===== src/rtl/cmp_pkg.sv =====
`timescale 1ns/1ps
package cmp_pkg;
   localparam int DIGIT_BITS = 4;

   typedef struct packed {
      logic gt;
      logic lt;
      logic eq;
   } verdict_t;

   localparam verdict_t SEED_VERDICT = '{gt: 1'b0, lt: 1'b0, eq: 1'b1};

   function automatic logic is_onehot3(input verdict_t v);
      return (v.gt & ~v.lt & ~v.eq) | (~v.gt & v.lt & ~v.eq) | (~v.gt & ~v.lt & v.eq);
   endfunction
endpackage


===== src/rtl/mag_digit_cmp.sv =====
`timescale 1ns/1ps
module mag_digit_cmp #(
   parameter int W    = 4,
   parameter int IMPL = 0
) (
   input  logic [W-1:0] a_dig,
   input  logic [W-1:0] b_dig,
   output logic         a_gt,
   output logic         a_lt
);
   if (W < 1) begin : g_bad_w
      $error("mag_digit_cmp: W must be at least 1");
   end
   if (IMPL != 0 && IMPL != 1) begin : g_bad_impl
      $error("mag_digit_cmp: IMPL must be 0 or 1");
   end

   if (IMPL == 0) begin : g_rel
      assign a_gt = (a_dig > b_dig);
      assign a_lt = (a_dig < b_dig);
   end else begin : g_sub
      logic [W:0] diff;
      assign diff = {1'b0, a_dig} - {1'b0, b_dig};
      assign a_lt = diff[W];
      assign a_gt = ~diff[W] & (|diff[W-1:0]);
   end
endmodule


===== src/rtl/mag_cmp_slice.sv =====
`timescale 1ns/1ps
module mag_cmp_slice
   import cmp_pkg::*;
#(
   parameter int W    = DIGIT_BITS,
   parameter int IMPL = 0
) (
   input  logic [W-1:0] a_dig,
   input  logic [W-1:0] b_dig,
   input  logic         casc_gt,
   input  logic         casc_lt,
   input  logic         casc_eq,
   output logic         out_gt,
   output logic         out_lt,
   output logic         out_eq
);
   logic     dig_gt, dig_lt;
   verdict_t below, result;

   mag_digit_cmp #(.W(W), .IMPL(IMPL)) u_dig (
      .a_dig (a_dig),
      .b_dig (b_dig),
      .a_gt  (dig_gt),
      .a_lt  (dig_lt)
   );

   assign below = '{gt: casc_gt, lt: casc_lt, eq: casc_eq};

   always_comb begin
      if (dig_gt)                 result = '{gt: 1'b1, lt: 1'b0, eq: 1'b0};
      else if (dig_lt)            result = '{gt: 1'b0, lt: 1'b1, eq: 1'b0};
      else if (is_onehot3(below)) result = below;
      else                        result = SEED_VERDICT;
   end

   assign out_gt = result.gt;
   assign out_lt = result.lt;
   assign out_eq = result.eq;
endmodule


===== src/rtl/mag_cmp_chain.sv =====
`timescale 1ns/1ps
module mag_cmp_chain
   import cmp_pkg::*;
#(
   parameter  int NUM_SLICES = 4,
   parameter  int CMP_IMPL   = 0,
   localparam int OP_W       = NUM_SLICES * DIGIT_BITS
) (
   input  logic [OP_W-1:0] a_i,
   input  logic [OP_W-1:0] b_i,
   output logic            gt_o,
   output logic            lt_o,
   output logic            eq_o
);
   if (NUM_SLICES < 1) begin : g_bad_n
      $error("mag_cmp_chain: NUM_SLICES must be at least 1");
   end

   logic [NUM_SLICES:0] link_gt, link_lt, link_eq;

   assign link_gt[0] = SEED_VERDICT.gt;
   assign link_lt[0] = SEED_VERDICT.lt;
   assign link_eq[0] = SEED_VERDICT.eq;

   for (genvar k = 0; k < NUM_SLICES; k++) begin : g_slice
      mag_cmp_slice #(.W(DIGIT_BITS), .IMPL(CMP_IMPL)) u_slice (
         .a_dig   (a_i[k*DIGIT_BITS +: DIGIT_BITS]),
         .b_dig   (b_i[k*DIGIT_BITS +: DIGIT_BITS]),
         .casc_gt (link_gt[k]),
         .casc_lt (link_lt[k]),
         .casc_eq (link_eq[k]),
         .out_gt  (link_gt[k+1]),
         .out_lt  (link_lt[k+1]),
         .out_eq  (link_eq[k+1])
      );
   end

   assign gt_o = link_gt[NUM_SLICES];
   assign lt_o = link_lt[NUM_SLICES];
   assign eq_o = link_eq[NUM_SLICES];
endmodule


===== config.mk =====
export PLATFORM = sky130hd
export DESIGN_NAME = mag_cmp_chain
export DESIGN_NICKNAME = d
export VERILOG_FILES = /design/src/rtl/cmp_pkg.sv /design/src/rtl/mag_digit_cmp.sv /design/src/rtl/mag_cmp_slice.sv /design/src/rtl/mag_cmp_chain.sv
export SDC_FILE = /design/constraint.sdc
export NUM_CORES = 1
export LEC_CHECK = 0
export BUFFER_PORTS_ARGS = -buffer_cell sky130_fd_sc_hd__buf_2
export CAP_MARGIN = 20
export CORE_MARGIN = 2
export CORE_UTILIZATION = 30
export DETAILED_ROUTE_END_ITERATION = 6
export PLACE_DENSITY = 0.7
export SLEW_MARGIN = 40
export SYNTH_ARGS = -nofsm -noshare
export SYNTH_HDL_FRONTEND = slang
export SYNTH_SLANG_ARGS = --single-unit

===== constraint.sdc =====
create_clock -name vclk -period 2
set_input_delay 0.1 -clock vclk [all_inputs]
set_output_delay 0.1 -clock vclk [all_outputs]
set_load 0.05 [all_outputs]

=== Word-level counts from Yosys, hierarchy flattened ===
Cells that the tools add are included.

* Reductions and logical operators: 0
* Bitwise operators: 33
* Order comparisons: 8
* Multiply operators: 0
* Shifts and indexed selects: 0
* $add $sub $neg: 0
* Eq/ne operators: 0
* Multiplexer cells: 11
* Div/mod/pow operators: 0

{| class="wikitable"
|+ Operators with widths
! operator !! number
|-
| $mux W3 || 10
|-
| $and A1 B1 Y1 || 18
|-
| $gt A4 B4 Y1 || 4
|-
| $lt A4 B4 Y1 || 4
|-
| $not A1 Y1 || 9
|-
| $or A1 B1 Y1 || 6
|-
| $mux W2 || 1
|}

* Bits in read-only memories: 0
* Bits in writable memories: 0
* Bits in latches: 0
* Register bits after elaboration: 0
* Memories kept: 0
* Output and inout bits: 3

=== Longest topological paths before layout ===
* Depth after elaboration: 27
* Mapped depth: 7

=== By module ===
Synthesis repeated with hierarchy kept, for this count alone.

* Cells, all modules: 94
* Area, all modules: 673.1 sq um

{| class="wikitable"
|+ Modules (own cells, without submodules)
! module !! cells each !! seq. area each (sq um) !! area an instance (sq um) !! instances
|-
| mag_digit_cmp || 15 || 0.0 || 113.9 || 4
|-
| mag_cmp_slice || 8 || 0.0 || 52.6 || 4
|-
| mag_cmp_chain || 2 || 0.0 || 7.5 || 1
|}

=== Worst setup path before layout ===
OpenSTA, ideal clock, no wires.

* Kind: input -> output
* Start: in b_i[10]
* End: out lt_o
* Slack: -401 ps
* Required time: 1,900 ps
* Data arrival time: 2,301 ps
* Stages: 7
* Cells stage by stage: inv_1 > ha_1 > nand3_1 > nor2_1 > or4_1 > o21a_2 > o21ai_0

* Word-level cells in the longest chain between the ends: 11

{| class="wikitable"
|+ Ends and longest elaborated chain
! element !! RTL line !! RTL
|-
| start: declaration || mag_cmp_chain.sv:10 || <nowiki>input logic [OP_W-1:0] b_i,</nowiki>
|-
| $lt A4 B4 Y1 || mag_digit_cmp.sv:20 || <nowiki>assign a_lt = (a_dig < b_dig);</nowiki>
|-
| $mux W3 || mag_cmp_slice.sv:31 || <nowiki>else if (dig_lt) result = '{gt: 1'b0, lt: 1'b1, eq: 1'b0};</nowiki>
|-
| $mux W3 * || mag_cmp_slice.sv:30 || <nowiki>if (dig_gt) result = '{gt: 1'b1, lt: 1'b0, eq: 1'b0};</nowiki>
|-
| $not A1 Y1 || cmp_pkg.sv:14 || <nowiki>return (v.gt & ~v.lt & ~v.eq) | (~v.gt & v.lt & ~v.eq) | (~v.gt & ~v.lt & v.eq);</nowiki>
|-
| $and A1 B1 Y1 (2 in a row) || cmp_pkg.sv:14 ||
|-
| $or A1 B1 Y1 (2 in a row) || cmp_pkg.sv:14 ||
|-
| $mux W3 * || mag_cmp_slice.sv:32 || <nowiki>else if (is_onehot3(below)) result = below;</nowiki>
|-
| $mux W3 * || mag_cmp_slice.sv:31 ||
|-
| $mux W3 * || mag_cmp_slice.sv:30 ||
|-
| end: declaration || mag_cmp_chain.sv:12 || <nowiki>output logic lt_o,</nowiki>
|}

Every way passes the cells marked *; elsewhere a longest branch is shown, timed or not.

=== Worst setup path in the final report ===
* Start: in a_i[10]
* End: out eq_o

* Word-level cells in the longest chain between the ends: 11

{| class="wikitable"
|+ Ends and longest elaborated chain
! element !! RTL line !! RTL
|-
| start: declaration || mag_cmp_chain.sv:9 || <nowiki>input logic [OP_W-1:0] a_i,</nowiki>
|-
| $lt A4 B4 Y1 || mag_digit_cmp.sv:20 ||
|-
| $mux W3 || mag_cmp_slice.sv:31 ||
|-
| $mux W3 * || mag_cmp_slice.sv:30 ||
|-
| $not A1 Y1 || cmp_pkg.sv:14 ||
|-
| $and A1 B1 Y1 (2 in a row) || cmp_pkg.sv:14 ||
|-
| $or A1 B1 Y1 (2 in a row) || cmp_pkg.sv:14 ||
|-
| $mux W3 * || mag_cmp_slice.sv:32 ||
|-
| $mux W3 * || mag_cmp_slice.sv:31 ||
|-
| $mux W3 * || mag_cmp_slice.sv:30 ||
|-
| end: declaration || mag_cmp_chain.sv:13 || <nowiki>output logic eq_o</nowiki>
|}

Marks and branches as above.

==> flow_metrics.tcl <==
set metrics [dict create \
    status "finished, final reports clean" \
    utilization 0.453 \
    ys.warnings.count 0 \
    drc 0 \
    postCtsSetupRepairBufs 0 \
    postRouteAntennaNets 0 \
    synth_top_area_frac 0.430 \
    initial_utilization 0.316 \
    rsz0062_at_grt "false" \
    layout-drive-gt1-share 0.408 \
    cap_violations 0 \
    fin_nets 148 \
    worstPathMaxFanout 3 \
    whs_ns 0.870 \
    peakVddDrop_v 0.0000766 \
    finalSetupTns_ns 0 \
    area_delta_synth_final_pct 43.3 \
    crit_path_end_kind "output pin" \
    antenna_found_initial 0 \
    gr-total-overflow 0 \
    total_power_uw 148 \
    cellPowerDensity_nw_per_um2 222 \
    design.seq.count 0 \
    synth_fp_nets 111 \
    drv_slew 0 \
    track_usage 0.0974 \
    cp-start-kind "input port" \
    coreArea_um2 1470 \
    rows 14 \
    regArea_um2 0 \
    avgSynthCellArea_um2 7.39 \
    totalWireLength_um 941 \
    period_share 0.957 \
    die_area_um2 1880 \
    synth.area.top_cells "ha_1 43%, inv_1 14%, nor4b_4 5.1%" \
    place_worst_setup_slack_ns 0.0142 \
    finalHoldViolations 0 \
    finalWorstSetupSlack_ns 0.0867 \
    yosysTopAreaCell "ha_1" \
    worstMarginPinSlew_ns 0.331 \
    yosysSeqAreaShare 0 \
    clock_buffers 0 \
    hold_path_depth 6 \
    n_antenna_cell 0 \
    worst_ep_arrival_time_ns 1.81 \
    max_slew_margin 0.777 \
    worstSetupPathType "input port to output pin" \
    fmax_mhz 523 \
    syn_area_um2 465 \
    first_pass_iters 2 \
    vias 531 \
    pin_count 35 \
    drt_iter0_drc 2 \
    ys_types 21 \
    syn_inst 63 \
    grt_pass1_wl_mm 1.52 \
    setup_violations 0 \
    post_drt_wl_per_cell_um 8.25 \
    hold_path_class "input port to output pin" \
    io_buffer_count 35 \
    p_leak_uw 0.000418 \
    hpwlAfterDp_um 934 \
    grt_max_degree 4 \
    grt_pass1_vias 472 \
    die_x_um 43.4 \
    crit_required_ns 1.90 \
    via_per_inst 4.66 \
    period_minus_slack_ns 1.91 \
    die_h_um 43.4 \
    place.gp.congestion 0.644 \
]
-- cells by family after synthesis --
| family | Yosys count | share of synthesized area |
|---|---|---|
| AOI/OAI and AO/OA | 15 | 0.226 |
| adders and majority gates | 16 | 0.430 |
| buffers and inverters | 17 | 0.137 |
| and+or+nand+nor | 15 | 0.207 |
-- cells in the final DEF, fill, tap and decap left out --
master / n
nor4b_4: 1
a22oi_1: 1
o21ai_2: 1
nand4_1: 2
inv_1: 17
o31a_2: 1
nor2b_1: 3
and2_1: 1
ha_1: 16
nand2_1: 4
o21a_1: 1
o21bai_1: 1
a21oi_2: 1
o21ai_0: 1
nor2_1: 2
a21oi_1: 4
or4_1: 1
o21a_2: 1
buf_2: 34
a22o_1: 1
nand3_1: 1
o211ai_1: 1
buf_4: 1
a2bb2oi_1: 1
-- metrics by stage --
stage / std cells / area, um2
3_3_place_gp: 114 / 664
6_report: 114 / 667
5_1_grt: 114 / 667
3_5_place_dp: 114 / 664
2_1_floorplan: 63 / 469
4_1_cts: 114 / 664
-- what timing repair did --
| action | in CTS | in global routing |
|---|---|---|
| gates resized for setup | 0 | 2 |
| hold buffers | 0 | 0 |
| setup endpoints to repair | 0 | 1 |
-- path summary, 6_finish.rpt --
check  startpoint  endpoint  slack (ns)
max       a_i[10]      eq_o        0.09
min       a_i[15]      lt_o        0.87
-- synthesized netlist by cell type --
| cell type | instances |
|---|---|
| a21oi_1 | 4 |
| a21oi_2 | 1 |
| a22o_1 | 1 |
| a22oi_1 | 1 |
| a2bb2oi_1 | 1 |
| and2_1 | 1 |
| ha_1 | 16 |
| inv_1 | 17 |
| nand2_1 | 4 |
| nand3_1 | 1 |
| nand4_1 | 2 |
| nor2_1 | 2 |
| nor2b_1 | 3 |
| nor4b_4 | 1 |
| o211ai_1 | 1 |
| o21a_1 | 1 |
| o21a_2 | 1 |
| o21ai_0 | 2 |
| o21bai_1 | 1 |
| o31a_2 | 1 |
| or4_1 | 1 |
-- report_power, final --
group          leakage (uW)  internal [uW]  total (uW)  switching (uW)
Combinational      0.000418           69.6         148            78.1
Sequential                0              0           0               0
Clock                     0              0           0               0
Total              0.000418           69.6         148            78.1
-- per-layer routing --
layer | GRT usage | routed length [um] | up-vias
met1 | 0.0937 | 356 | 226
li1 | - | - | 289
met5 | 0 | 0 | -
met3 | 0.0167 | 90 | 0
met2 | 0.218 | 494 | 16
met4 | 0 | 0 | 0
-- worst max-delay path, stage by stage --
cell and delay (ns):
buf_2 0.10, ha_1 0.31, nand3_1 0.11, nor2_1 0.06
or4_1 0.50, o21a_2 0.17, nor4b_4 0.24, buf_4 0.23
-- layout make-up --
| cell class | instances | area, um2 |
|---|---|---|
| Inverter | 17 | 63.8 |
| Fill cell | 167 | 805 |
| Tap cell | 16 | 20.0 |
| Multi-Input combinational cell | 46 | 405 |
| Timing Repair Buffer | 35 | 178 |
Note: power is estimated with default switching activity, not from simulation.
